==> src/rtl/bmc_tx_pkg.sv <==
package bmc_tx_pkg;
    typedef enum logic [1:0] {
        ST_IDLE = 2'd0,
        ST_PRE  = 2'd1,
        ST_SYM  = 2'd2,
        ST_TRL  = 2'd3
    } bmc_st_e;
endpackage

==> src/rtl/bmc_tx_slot_timer.sv <==
module bmc_tx_slot_timer #(
    parameter int CLK_PER_HB = 80
) (
    input  logic clk,
    input  logic rst_n,
    input  logic run,
    output logic slot_end
);
    localparam int CW = $clog2(CLK_PER_HB + 1);

    logic [CW-1:0] cnt_d, cnt_q;

    always_comb begin
        slot_end = run && (cnt_q == CW'(CLK_PER_HB - 1));
        if (!run || slot_end) cnt_d = '0;
        else                  cnt_d = cnt_q + 1'b1;
    end

    always_ff @(posedge clk) begin
        if (!rst_n) cnt_q <= '0;
        else        cnt_q <= cnt_d;
    end
endmodule

==> src/rtl/bmc_tx_expand.sv <==
module bmc_tx_expand #(
    parameter int SYM_W = 5
) (
    input  logic [SYM_W-1:0]   sym_i,
    input  logic               prev_lvl_i,
    output logic [2*SYM_W-1:0] hb_o
);
    logic [2*SYM_W-1:0] raw;

    // Expansion assumes the line was low before the symbol; the mask fixes polarity.
    always_comb begin
        logic lvl;
        lvl = 1'b0;
        for (int i = 0; i < SYM_W; i++) begin
            lvl          = ~lvl;
            raw[2*i]     = lvl;
            if (sym_i[i]) lvl = ~lvl;
            raw[2*i+1]   = lvl;
        end
        hb_o = raw ^ {(2*SYM_W){prev_lvl_i}};
    end
endmodule

==> src/rtl/bmc_tx_serializer.sv <==
module bmc_tx_serializer
    import bmc_tx_pkg::*;
#(
    parameter int          CLK_PER_HB = 80,
    parameter int          SYM_W      = 5,
    parameter int          PRE_REPEAT = 4,
    parameter logic [31:0] PRE_WORD   = 32'hB4B4_B4B4
) (
    input  logic             clk,
    input  logic             rst_n,
    input  logic             start,
    input  logic             sym_valid,
    input  logic [SYM_W-1:0] sym_data,
    input  logic             sym_last,
    output logic             sym_ready,
    output logic             line_out,
    output logic             line_oe,
    output logic             underrun
);
    localparam int PRE_HB     = 32 * PRE_REPEAT;
    localparam int HB_PER_SYM = 2 * SYM_W;
    localparam int SH_IW      = $clog2(HB_PER_SYM);
    localparam int PRE_IW     = $clog2(PRE_HB);
    localparam int IDX_W      = (PRE_IW > SH_IW) ? PRE_IW : SH_IW;

    typedef struct packed {
        bmc_st_e               st;
        logic [IDX_W-1:0]      idx;
        logic [HB_PER_SYM-1:0] shf;
        logic                  lvl;
        logic                  fin;
        logic                  line;
        logic                  oe;
        logic                  unr;
    } reg_t;

    reg_t q, d;

    logic                  slot_end;
    logic [HB_PER_SYM-1:0] exp_hb;
    logic [SH_IW-1:0]      sh_nx;
    logic [4:0]            pre_nx;
    logic                  rdy;

    bmc_tx_slot_timer #(.CLK_PER_HB(CLK_PER_HB)) u_timer (
        .clk      (clk),
        .rst_n    (rst_n),
        .run      (q.st != ST_IDLE),
        .slot_end (slot_end)
    );

    bmc_tx_expand #(.SYM_W(SYM_W)) u_expand (
        .sym_i      (sym_data),
        .prev_lvl_i (q.lvl),
        .hb_o       (exp_hb)
    );

    assign sh_nx  = q.idx[SH_IW-1:0] + 1'b1;
    assign pre_nx = q.idx[4:0] + 1'b1;

    always_comb begin
        logic fetch;
        logic close;
        d     = q;
        rdy   = 1'b0;
        fetch = 1'b0;
        close = 1'b0;

        unique case (q.st)
            ST_IDLE: begin
                d.line = 1'b0;
                d.oe   = 1'b0;
                if (start) begin
                    d.st   = ST_PRE;
                    d.idx  = '0;
                    d.line = PRE_WORD[0];
                    d.oe   = 1'b1;
                    d.unr  = 1'b0;
                    d.lvl  = 1'b1;
                end
            end
            ST_PRE: begin
                if (slot_end) begin
                    if (q.idx == IDX_W'(PRE_HB - 1)) begin
                        fetch = 1'b1;
                    end else begin
                        d.idx  = q.idx + 1'b1;
                        d.line = PRE_WORD[pre_nx];
                    end
                end
            end
            ST_SYM: begin
                if (slot_end) begin
                    if (q.idx == IDX_W'(HB_PER_SYM - 1)) begin
                        if (q.fin) close = 1'b1;
                        else       fetch = 1'b1;
                    end else begin
                        d.idx  = q.idx + 1'b1;
                        d.line = q.shf[sh_nx];
                    end
                end
            end
            ST_TRL: begin
                if (slot_end) begin
                    if (q.idx == '0) begin
                        d.idx  = IDX_W'(1);
                        d.line = 1'b0;
                    end else begin
                        d.st   = ST_IDLE;
                        d.line = 1'b0;
                        d.oe   = 1'b0;
                    end
                end
            end
            default: d.st = ST_IDLE;
        endcase

        if (fetch) begin
            rdy = 1'b1;
            if (sym_valid) begin
                d.st   = ST_SYM;
                d.idx  = '0;
                d.shf  = exp_hb;
                d.line = exp_hb[0];
                d.lvl  = exp_hb[HB_PER_SYM-1];
                d.fin  = sym_last;
            end else begin
                d.unr = 1'b1;
                close = 1'b1;
            end
        end

        if (close) begin
            d.st   = ST_TRL;
            d.idx  = '0;
            d.line = ~q.lvl;
        end
    end

    always_ff @(posedge clk) begin
        if (!rst_n) begin
            q <= '{st: ST_IDLE, idx: '0, shf: '0, lvl: 1'b0, fin: 1'b0,
                   line: 1'b0, oe: 1'b0, unr: 1'b0};
        end else begin
            q <= d;
        end
    end

    assign sym_ready = rdy;
    assign line_out  = q.line;
    assign line_oe   = q.oe;
    assign underrun  = q.unr;
endmodule

==> config.mk <==
export PLATFORM = sky130hd
export DESIGN_NAME = bmc_tx_serializer
export DESIGN_NICKNAME = d
export VERILOG_FILES = /design/src/rtl/bmc_tx_pkg.sv /design/src/rtl/bmc_tx_slot_timer.sv /design/src/rtl/bmc_tx_expand.sv /design/src/rtl/bmc_tx_serializer.sv
export SDC_FILE = /design/constraint.sdc
export NUM_CORES = 1
export LEC_CHECK = 0
export BUFFER_PORTS_ARGS = -buffer_cell sky130_fd_sc_hd__buf_2
export CAP_MARGIN = 15
export CELL_PAD_IN_SITES_DETAIL_PLACEMENT = 1
export CELL_PAD_IN_SITES_GLOBAL_PLACEMENT = 2
export CORE_MARGIN = 1.5
export CORE_UTILIZATION = 36
export DETAILED_ROUTE_END_ITERATION = 12
export MAX_ROUTING_LAYER = met4
export PLACE_DENSITY = 0.9
export SLEW_MARGIN = 30
export SYNTH_ARGS = -nofsm -noshare
export SYNTH_HDL_FRONTEND = slang
export SYNTH_HIERARCHICAL = 1
export SYNTH_SLANG_ARGS = --single-unit
==> constraint.sdc <==
create_clock -name clk -period 3.2 [get_ports clk]
set_input_delay 0.48 -clock clk [delete_from_list [all_inputs] [get_ports clk]]
set_output_delay 0.48 -clock clk [all_outputs]
set_load 0.1 [all_outputs]
# Word-level counts from Yosys, hierarchy flattened

Memory sizes are Yosys's and may differ from the RTL's.
Cells that the tools add are included.

Bits in registers: 31
ROM bits: 32
Input bits: 10
Output and inout port bits: 4
Logic and storage cells: 91
Memories kept: 1

Memory list:

| memory           | words | width | rd ports | clocked after Yosys merged registers in | write ports | line                    | source |
|---|---|---|---|---|---|---|---|
| (name not given) | 32    | 1     | 1        | 0                                       | 0           | bmc_tx_serializer.sv:88 | `d.line = PRE_WORD[pre_nx];` |

$add $sub $neg: 4
$lt $le $gt $ge: 2
Equal/unequal tests: 8
Mux-type cells: 49
Bitwise operators: 7
Reduce and logical (&&, ||, !) cells: 11

Operator list:

| kind                                                                   | count |
|---|---|
| 22-bit two-way mux                                                     | 2 |
| 7-bit two-way mux                                                      | 5 |
| 1-bit two-way mux                                                      | 30 |
| 7-bit case mux with 4 select lines                                     | 1 |
| 9-bit two-way mux                                                      | 3 |
| 7-bit by 1-bit adder with 7-bit output (second input constant)         | 2 |
| 7-bit equality test (second input constant)                            | 2 |
| 10-bit bitwise XOR                                                     | 1 |
| 7-bit by 4-bit equality test with 1-bit output (second input constant) | 1 |
| 7-bit zero test                                                        | 1 |
| 5-bit by 6-bit < comparator with 1-bit output (second input constant)  | 1 |
| 2-bit two-way mux                                                      | 3 |
| 1-bit NOT                                                              | 6 |
| 5-bit by 1-bit adder with 5-bit output (second input constant)         | 1 |
| 4-bit by 5-bit < comparator with 1-bit output (second input constant)  | 1 |
| 4-bit by 1-bit adder with 4-bit output (second input constant)         | 1 |
| 1-bit binary-select mux with 4-bit select                              | 1 |
| 2-bit equality test (second input constant)                            | 2 |
| 2-bit inequality test (second input constant)                          | 2 |
| 1-bit case mux with 2 select lines                                     | 2 |
| 1-bit case mux with 4 select lines                                     | 1 |
| 2-bit case mux with 2 select lines                                     | 1 |
| 2-bit nonzero test                                                     | 2 |
| 2-bit OR reduction                                                     | 2 |
| 7 further kinds                                                        | 7 |

# Depth between registers and ports, before layout

Gate-level depths: netlist of run 1.

Depth in word-level cells: 12
Depth in mapped cells: 12
Mapped depth without buffers: 11

# Modules after synthesis

The synthesis of run 1 kept the hierarchy.

By module, submodules not included:

| module            | times used | cells an instance | area each (um^2) | sequential area each (um^2) |
|---|---|---|---|---|
| bmc_tx_serializer | 1          | 201               | 1540.2           | 480.5 |
| bmc_tx_slot_timer | 1          | 34                | 307.8            | 140.1 |
| bmc_tx_expand     | 1          | 14                | 136.4            | 0.0 |

# Worst setup path after synthesis of run 1

OpenSTA, ideal clock, no wires.

Path kind: reg-to-output
Start: register q[22] (netlist name)
End: output port sym_ready
Arrival time: 2.323 ns
Data required time: 2.720 ns
Slack: 0.397 ns
Stages on the path, launching flop included: 10
Buffers on the path: 1
Path through: dfxtp_1 -> inv_1 -> ha_1 -> clkbuf_1 -> inv_1 -> inv_1 -> nor4_1 -> nand2_1 -> o21bai_2 -> inv_1

Word-level cells in the longest chain between the ends: 5
Elaborated cells between the ends (all ways): 8
Those cells by class: 2 x eq/ne; 4 x mux; 2 x reduce/logical

RTL lines:

| what                                        | line                                             | source |
|---|---|---|
| start: declaration                          | bmc_tx_serializer.sv:37                          | `reg_t q, d;` |
| start signal: assignment                    | bmc_tx_serializer.sv:142                         | `q <= '{st: ST_IDLE, idx: '0, shf: '0, lvl: 1'b0, fin: 1'b0,` |
| 2-bit nonzero test (*)                      | bmc_tx_serializer.sv:48                          | `.run (q.st != ST_IDLE),` |
| 1-bit logical AND (*)                       | bmc_tx_slot_timer.sv:14                          | `slot_end = run && (cnt_q == CW'(CLK_PER_HB - 1));` |
| via slot_end                                | bmc_tx_serializer.sv:39                          | `logic slot_end;` |
| 1-bit two-way mux, on equally long branches | bmc_tx_serializer.sv:93, bmc_tx_serializer.sv:83 |  |
| 1-bit case mux with 2 select lines (*)      | bmc_tx_serializer.sv:69                          | `unique case (q.st)` |
| 1-bit two-way mux (*)                       | bmc_tx_serializer.sv:118                         | `if (fetch) begin` |
| end: declaration                            | bmc_tx_serializer.sv:15                          | `output logic sym_ready,` |

Mark *: on every way through the listed nets, which the timed path passes. The rest lies on a longest branch.

# Worst setup path in the final report of run 1

Ends and elaborated chain as after synthesis.

==> results of run 1 <==
[layout make-up]
cell class / count / area [µm²] / share of cell area (%)
well taps: 70 / 87.6 / 4.00
repair buffers: 16 / 103 / 4.68
clock buffers: 6 / 72.6 / 3.31
inverters: 17 / 63.8 / 2.91
flip-flops and latches: 31 / 621 / 28.3
multi-input cells: 190 / 1240 / 56.8
[critical path, delay by kind of cell (launching register included)]
family | cells | cell delay [ns]
adders and majority gates | 1 | 0.34
and+or+nand+nor | 2 | 0.36
AOI/OAI and AO/OA | 1 | 0.23
buffers and inverters | 6 | 0.84
DFF | 1 | 0.40
[cell usage in the layout (no fill, tap or decap), drive strengths merged, types with 2 or more instances in the layout]
master | Yosys | layout
a211o | 2 | 2
a21boi | 2 | 2
a21oi | 28 | 28
a22oi | 2 | 2
a311oi | 3 | 3
buf | 5 | 16
clkbuf | 6 | 6
dfxtp | 31 | 31
ha | 9 | 9
inv | 17 | 17
mux2i | 2 | 2
mux4 | 2 | 2
nand2 | 38 | 38
nand2b | 2 | 2
nand3 | 9 | 9
nor2 | 21 | 21
nor2b | 2 | 2
nor3 | 4 | 4
nor4 | 7 | 7
o211ai | 2 | 2
o21ai | 14 | 14
o31ai | 2 | 2
or2 | 3 | 3
or3 | 2 | 2
or4 | 2 | 2
xnor2 | 8 | 8
xnor3 | 2 | 2
xor2 | 7 | 7
[synth_stat cells, drive strengths merged, types with 3 or more instances]
library cell and count:
a311oi 3, ha 9, or2 3, nor3 4
a21oi 28, nand3 9, o21ai 14, xnor2 8
inv 17, nor2 21, xor2 7, dfxtp 31
nand2 38, clkbuf 6, nor4 7, buf 5
[power by group]
group	internal, µW	total (µW)	switching (µW)
logic	45.4	120	74.4
registers	391	397	6.17
clock network	145	284	139
[stage by stage]
step	hold WS, ns	power (µW)	instance area [µm²]
floorplan	0.418	493	1980
global placement	0.433	523	2120
detailed placement	0.446	524	2120
CTS	0.454	812	2190
global route	0.481	841	2190
finish	0.455	800	2190
[flip-flops by register name, indices dropped and copies added, names as in the netlist]
name           flops
line_oe            1
underrun           1
q                 21
u_timer/cnt_q      7
line_out           1
[cells by family (layout without fill, tap and decap cells)]
family | Yosys count | count (layout)
buf+inv | 28 | 39
compound gates | 68 | 68
xor+xnor | 17 | 17
fa+ha+maj | 9 | 9
flops | 31 | 31
simple gates | 92 | 92
mux | 4 | 4
[per-layer routing]
| layer | track usage (%) | wire length (µm) | vias to the layer above | part of all wire, % |
|---|---|---|---|---|
| met1 | 25.1 | 2510 | 840 | 50 |
| met4 | 5.45 | 49 | 0 | 0.97 |
| met5 | - | 0 | - | 0 |
| met3 | 3.57 | 103 | 4 | 2.0 |
| li1 | - | - | 898 | - |
| met2 | 30.4 | 2410 | 17 | 47 |
[worst max path at each step]
stage	from	end	cells after the start
2_1_floorplan	q[22]	sym_ready	9
6_report	q[22]	sym_ready	10
5_1_grt	q[22]	sym_ready	10
3_3_place_gp	q[22]	sym_ready	10
3_5_place_dp	q[22]	sym_ready	10
4_1_cts	q[22]	sym_ready	10
==> metrics.csv, run 1 <==
metric,value,unit
status,"complete, no violations",
placement.io_buffers,13,
cts-htree-levels,2,
die_y,77.2,µm
timing.critical_path.cells,"inv_1, ha_1, inv_2, inv_1, nor4_1, buf_4, nand2_1, o21bai_2, inv_1, buf_12",
synth_nets,268,
timing.critical_path.fanout_max,12,
routabilityCongestion,0.819,
crit_path_end_kind,primary output,
synthesized_flop_and_latch_total,31,
sequential_cell_area_fraction_in_the_yosys_report,31.3,%
overflow,0,
synth_area_leaders,"dfxtp_1, nand2_1, a21oi_1",
post_route_cells_drive_above_1_share,13.1,%
tritoncts,done,
fraction_of_the_core_area_covered_by_cells_at_the_end_of_the_flow,42.1,%
min_path_type,flip-flop to flip-flop,
nNetsFinal,280,
vias_in_the_first_global_route,1807,
achievable-frequency,341,MHz
layout-area-overhead-vs-synth,10.4,%
dp_worst_setup_slack,0.538,ns
synthArstFlopShare,0,%
grtUsageTotal,19.2,%
power.ir.vdd_worst,0.202,mV
total_leakage_power,0.000789,µW
clock_tree.buffer_depth,2,
iter_0_drt_violations,75,
hold_depth,2,
clk_pin_slew_worst_paths,0.07,ns
cts.hold.buffers_added,0,
cap_violations,0,
r2r_slack,0.58,ns
grt_start_max_net_pins,17,
cp_slowest_cell,dfxtp_1,
setup_repair_bufs_after_cts,0,
pre_repair_dr_iteration_count,4,
fillers,657,
final_setup_violation_count,0,
capture_endpoint_of_the_worst_hold_path,q[10],
drc_violation_count_after_routing,0,
ys.flop_type,dfxtp_1,
worst-slew-pin-transition,0.554,ns
final_cells,330,
tns,0,ns
dp_hpwl,3.89,mm
clock_insertion_delay_worst_skew,0.28,ns
distinct_cell_type_count_after_synthesis,55,
cts_inserted_buffers,5,
period_minus_slack,2.93,ns
cts_root_buffer,clkbuf_8,
max_slew_vio_count,0,
dominant_combinational_cell_family_by_area_after_synthesis,simple AND/OR/NAND/NOR gates,
hold_start,q[10],
grt_setup_unrepaired,false,
finalWorstSetupSlack,0.266,ns
worstPathArrival,2.45,ns
r2r-end,q[5],
power_per_cell_area,365,mW/mm²
grt_antenna_before_repair,0,
place_inst,324,
netlist.area_leader.share,31.3,%
top_ports,14,
vias,1759,
row_count,26,
syn_area,0.00198,mm²
crit-reg2reg-launch,q[22],
critical_path.startpoint_type,flip-flop,
timing.critical_path.required,2.72,ns
synthesis.yosys.warnings,6,
share_of_the_clock_period_used_by_the_worst_path,91.7,%
synth_area_leader,dfxtp_1,
worstSetupPathType,flip-flop to primary output,
wl_per_cell,15.4,µm
crit_top_cell,inv_1,
via_density,5.33,
critical_path.max_stage_delay,0.40,ns
compound_gate_fraction_of_synth_area,22.2,%
ff2ff_path_depth,12,
synth_xor_xnor_area_share,8.95,%
postRouteAntennaNets,0,
routed_wl,5.07,mm
floorplan.initialDensity,38.1,%
worst_slew_margin_rel,63.0,%
synth-simple-area-share,22.6,%
cts_resized,0,
syn_area_per_cell,7.97,µm²
antenna-diode-count,0,
synthCells,249,
timing_hold_violations_final,0,
synth_enable_flop_cells,0,
fin_worst_skew,0.0108,ns
synth_adder_area_share,5.67,%
core_area,0.00520,mm²
chipWidth,77.2,µm
post_synth_mux_area_share,3.28,%
clkSinkCount,31,
grt_first_pass_wirelength,8.81,mm
floorplan.die_area,0.00597,mm²
Note: power is estimated with default switching activity, not from simulation.
==> run 2: changes to the inputs <==
--- a/config.mk
+++ b/config.mk
@@ -11,6 +11,7 @@
 export CELL_PAD_IN_SITES_GLOBAL_PLACEMENT = 2
 export CORE_MARGIN = 1.5
 export CORE_UTILIZATION = 36
+export CTS_BUF_LIST = sky130_fd_sc_hd__clkbuf_16
 export DETAILED_ROUTE_END_ITERATION = 12
 export MAX_ROUTING_LAYER = met4
 export PLACE_DENSITY = 0.9
==> run 2 against run 1 <==
Global-route usage about the same; final area up 2.6%; highest routed layer unchanged; clock skew decreased by 0.0021 ns; fmax is 2.1% lower; clock-buffer cell count shrank 1.
==> metrics.csv, run 2 (synthesized netlist as in run 1, its figures left out) <==
metric,value,unit,change
leading_cell_type_in_the_layout_fill_and_taps_excluded,nand2_1,,
power.net_switching,242,µW,+10%
share_of_the_clock_period_used_by_the_worst_path,93.7,%,+2.0 points
min_path_type,flip-flop to flip-flop,,
biggest_registers_after_layout,"q x21, u_timer/cnt_q x7",,
power_per_cell_area,425,mW/mm²,+16%
routed_wl,5.20,mm,+2.6%
grt_start_max_net_pins,17,,unchanged
worstSetupPathType,flip-flop to primary output,,
grtUsageTotal,19.3,%,+0.041 points
die_y,77.2,µm,unchanged
cts_resized,0,,unchanged
clk_pin_slew_worst_paths,0.05,ns,-0.02 ns
cts-htree-levels,2,,unchanged
critical_path.startpoint_type,flip-flop,,
crit-reg2reg-launch,q[22],,
cts.hold.buffers_added,0,,unchanged
power,955,µW,+19%
worst_setup_path_startpoint,q[22],,
share_clk_of_total_power,45.8,%,+10 points
grt_antenna_before_repair,0,,unchanged
largest-register,q,,
ff2ff_path_depth,12,,unchanged
mostFrequentLayoutCells,"nand2_1, dfxtp_1, a21oi_1",,
comb_power_share,12.6,%,-2.4 points
row_count,26,,unchanged
crit_path_end_kind,primary output,,
timing.critical_path.fanout_max,12,,unchanged
achievable-frequency,334,MHz,-2.1%
endpoint,sym_ready,,
intPower,713,µW,+23%
routabilityCongestion,0.819,,unchanged
hold_depth,2,,unchanged
fillers,647,,-1.5%
placement.io_buffers,13,,unchanged
tns,0,ns,unchanged
power_switching_share,25.4,%,-2.0 points
worst-slew-pin-transition,0.582,ns,+0.0276 ns
layout-area-overhead-vs-synth,13.2,%,
antenna-diode-count,0,,unchanged
pre_repair_dr_iteration_count,4,,unchanged
timing_hold_violations_final,0,,unchanged
drc_violation_count_after_routing,0,,unchanged
vias,1768,,+0.51%
r2r-end,q[5],,
core_area,0.00520,mm²,unchanged
seq_power_share,41.6,%,-8.0 points
fin_worst_skew,0.00868,ns,-0.00208 ns
timing.critical_path.required,2.72,ns,about the same
grt_setup_unrepaired,false,,
post_route_cells_drive_above_1_share,12.7,%,-0.38 points
cts_root_buffer,clkbuf_16,,
hold_start,q[10],,
status,"complete, no violations",,
power.ir.vdd_worst,0.223,mV,+10%
clock_tree.buffer_depth,2,,unchanged
postRouteAntennaNets,0,,unchanged
clock_insertion_delay_worst_skew,0.28,ns,about the same
vias_in_the_first_global_route,1855,,+2.7%
flip_flop_count_of_the_largest_register_all_copies_and_words_added,21,,unchanged
chipWidth,77.2,µm,unchanged
dp_hpwl,3.89,mm,unchanged
r2r_slack,0.51,ns,-0.07 ns
final_setup_violation_count,0,,unchanged
clkSinkCount,31,,unchanged
grt_first_pass_wirelength,8.90,mm,+1.0%
floorplan.initialDensity,38.1,%,unchanged
worst_slew_margin_rel,61.2,%,-1.8 points
via_density,5.36,,+0.51%
wl_per_cell,15.8,µm,+2.6%
overflow,0,,unchanged
tritoncts,done,,
worstPathArrival,2.52,ns,+0.07 ns
cts_inserted_buffers,5,,unchanged
period_minus_slack,3.00,ns,+0.0635 ns
top_ports,14,,unchanged
cap_violations,0,,unchanged
floorplan.die_area,0.00597,mm²,unchanged
nNetsFinal,280,,unchanged
setup_repair_bufs_after_cts,0,,unchanged
finalWorstSetupSlack,0.202,ns,-0.0635 ns
max_slew_vio_count,0,,unchanged
dp_worst_setup_slack,0.538,ns,unchanged
iter_0_drt_violations,77,,+2.7%
total_leakage_power,0.000821,µW,+4.0%
## run 2: metal layers
metal,global-route usage (%),vias to the layer above,share of wire [%]
met5,-,-,0
met4,5.64,0,1.6
met3,2.50,10,1.5
met2,31.2,15,47
met1,25.1,844,50
li1,-,899,-
## run 2: power by group through the flow
stage / Combinational, µW / Sequential (µW) / Clock, µW
after floorplan: 83.2 / 410 / 0
after global placement: 117 / 405 / 0
after detailed placement: 118 / 406 / 0
after CTS: 120 / 398 / 443
after global routing: 133 / 398 / 461
final: 120 / 398 / 437
## run 2: worst max-delay path, stage by stage (launching register included)
cell and delay (ns):
dfxtp_1 0.40, inv_1 0.10, ha_1 0.34, inv_1 0.22, inv_1 0.06, nor4_1 0.25
buf_4 0.22, nand2_1 0.11, o21bai_2 0.23, inv_1 0.12, buf_12 0.18
## run 2: worst min-delay path by stage
stage	to
3_3_place_gp	u_timer/cnt_q[0]
3_5_place_dp	q[10]
5_1_grt	q[5]
6_report	q[10]
2_1_floorplan	u_timer/cnt_q[0]
4_1_cts	q[10]
## run 2: cell type report
type / instances / area, µm² / share of cell area (%)
Sequential cell: 31 / 621 / 27.6
Tap cell: 70 / 87.6 / 3.90
Inverter: 17 / 63.8 / 2.84
Clock buffer: 5 / 125 / 5.57
Clock inverter: 1 / 3.75 / 0.167
Multi-Input combinational cell: 190 / 1240 / 55.3
Timing Repair Buffer: 16 / 103 / 4.57
## run 2: stage by stage
| stage | util (%) | cell area, µm² | hold WS (ns) | instances |
|---|---|---|---|---|
| floorplan | - | 1980 | 0.418 | 249 |
| global route | 43.2 | 2250 | 0.476 | 330 |
| global placement | 40.7 | 2120 | 0.433 | 324 |
| detailed placement | 40.7 | 2120 | 0.446 | 324 |
| finish | 43.2 | 2250 | 0.452 | 330 |
| CTS | 43.2 | 2250 | 0.452 | 330 |
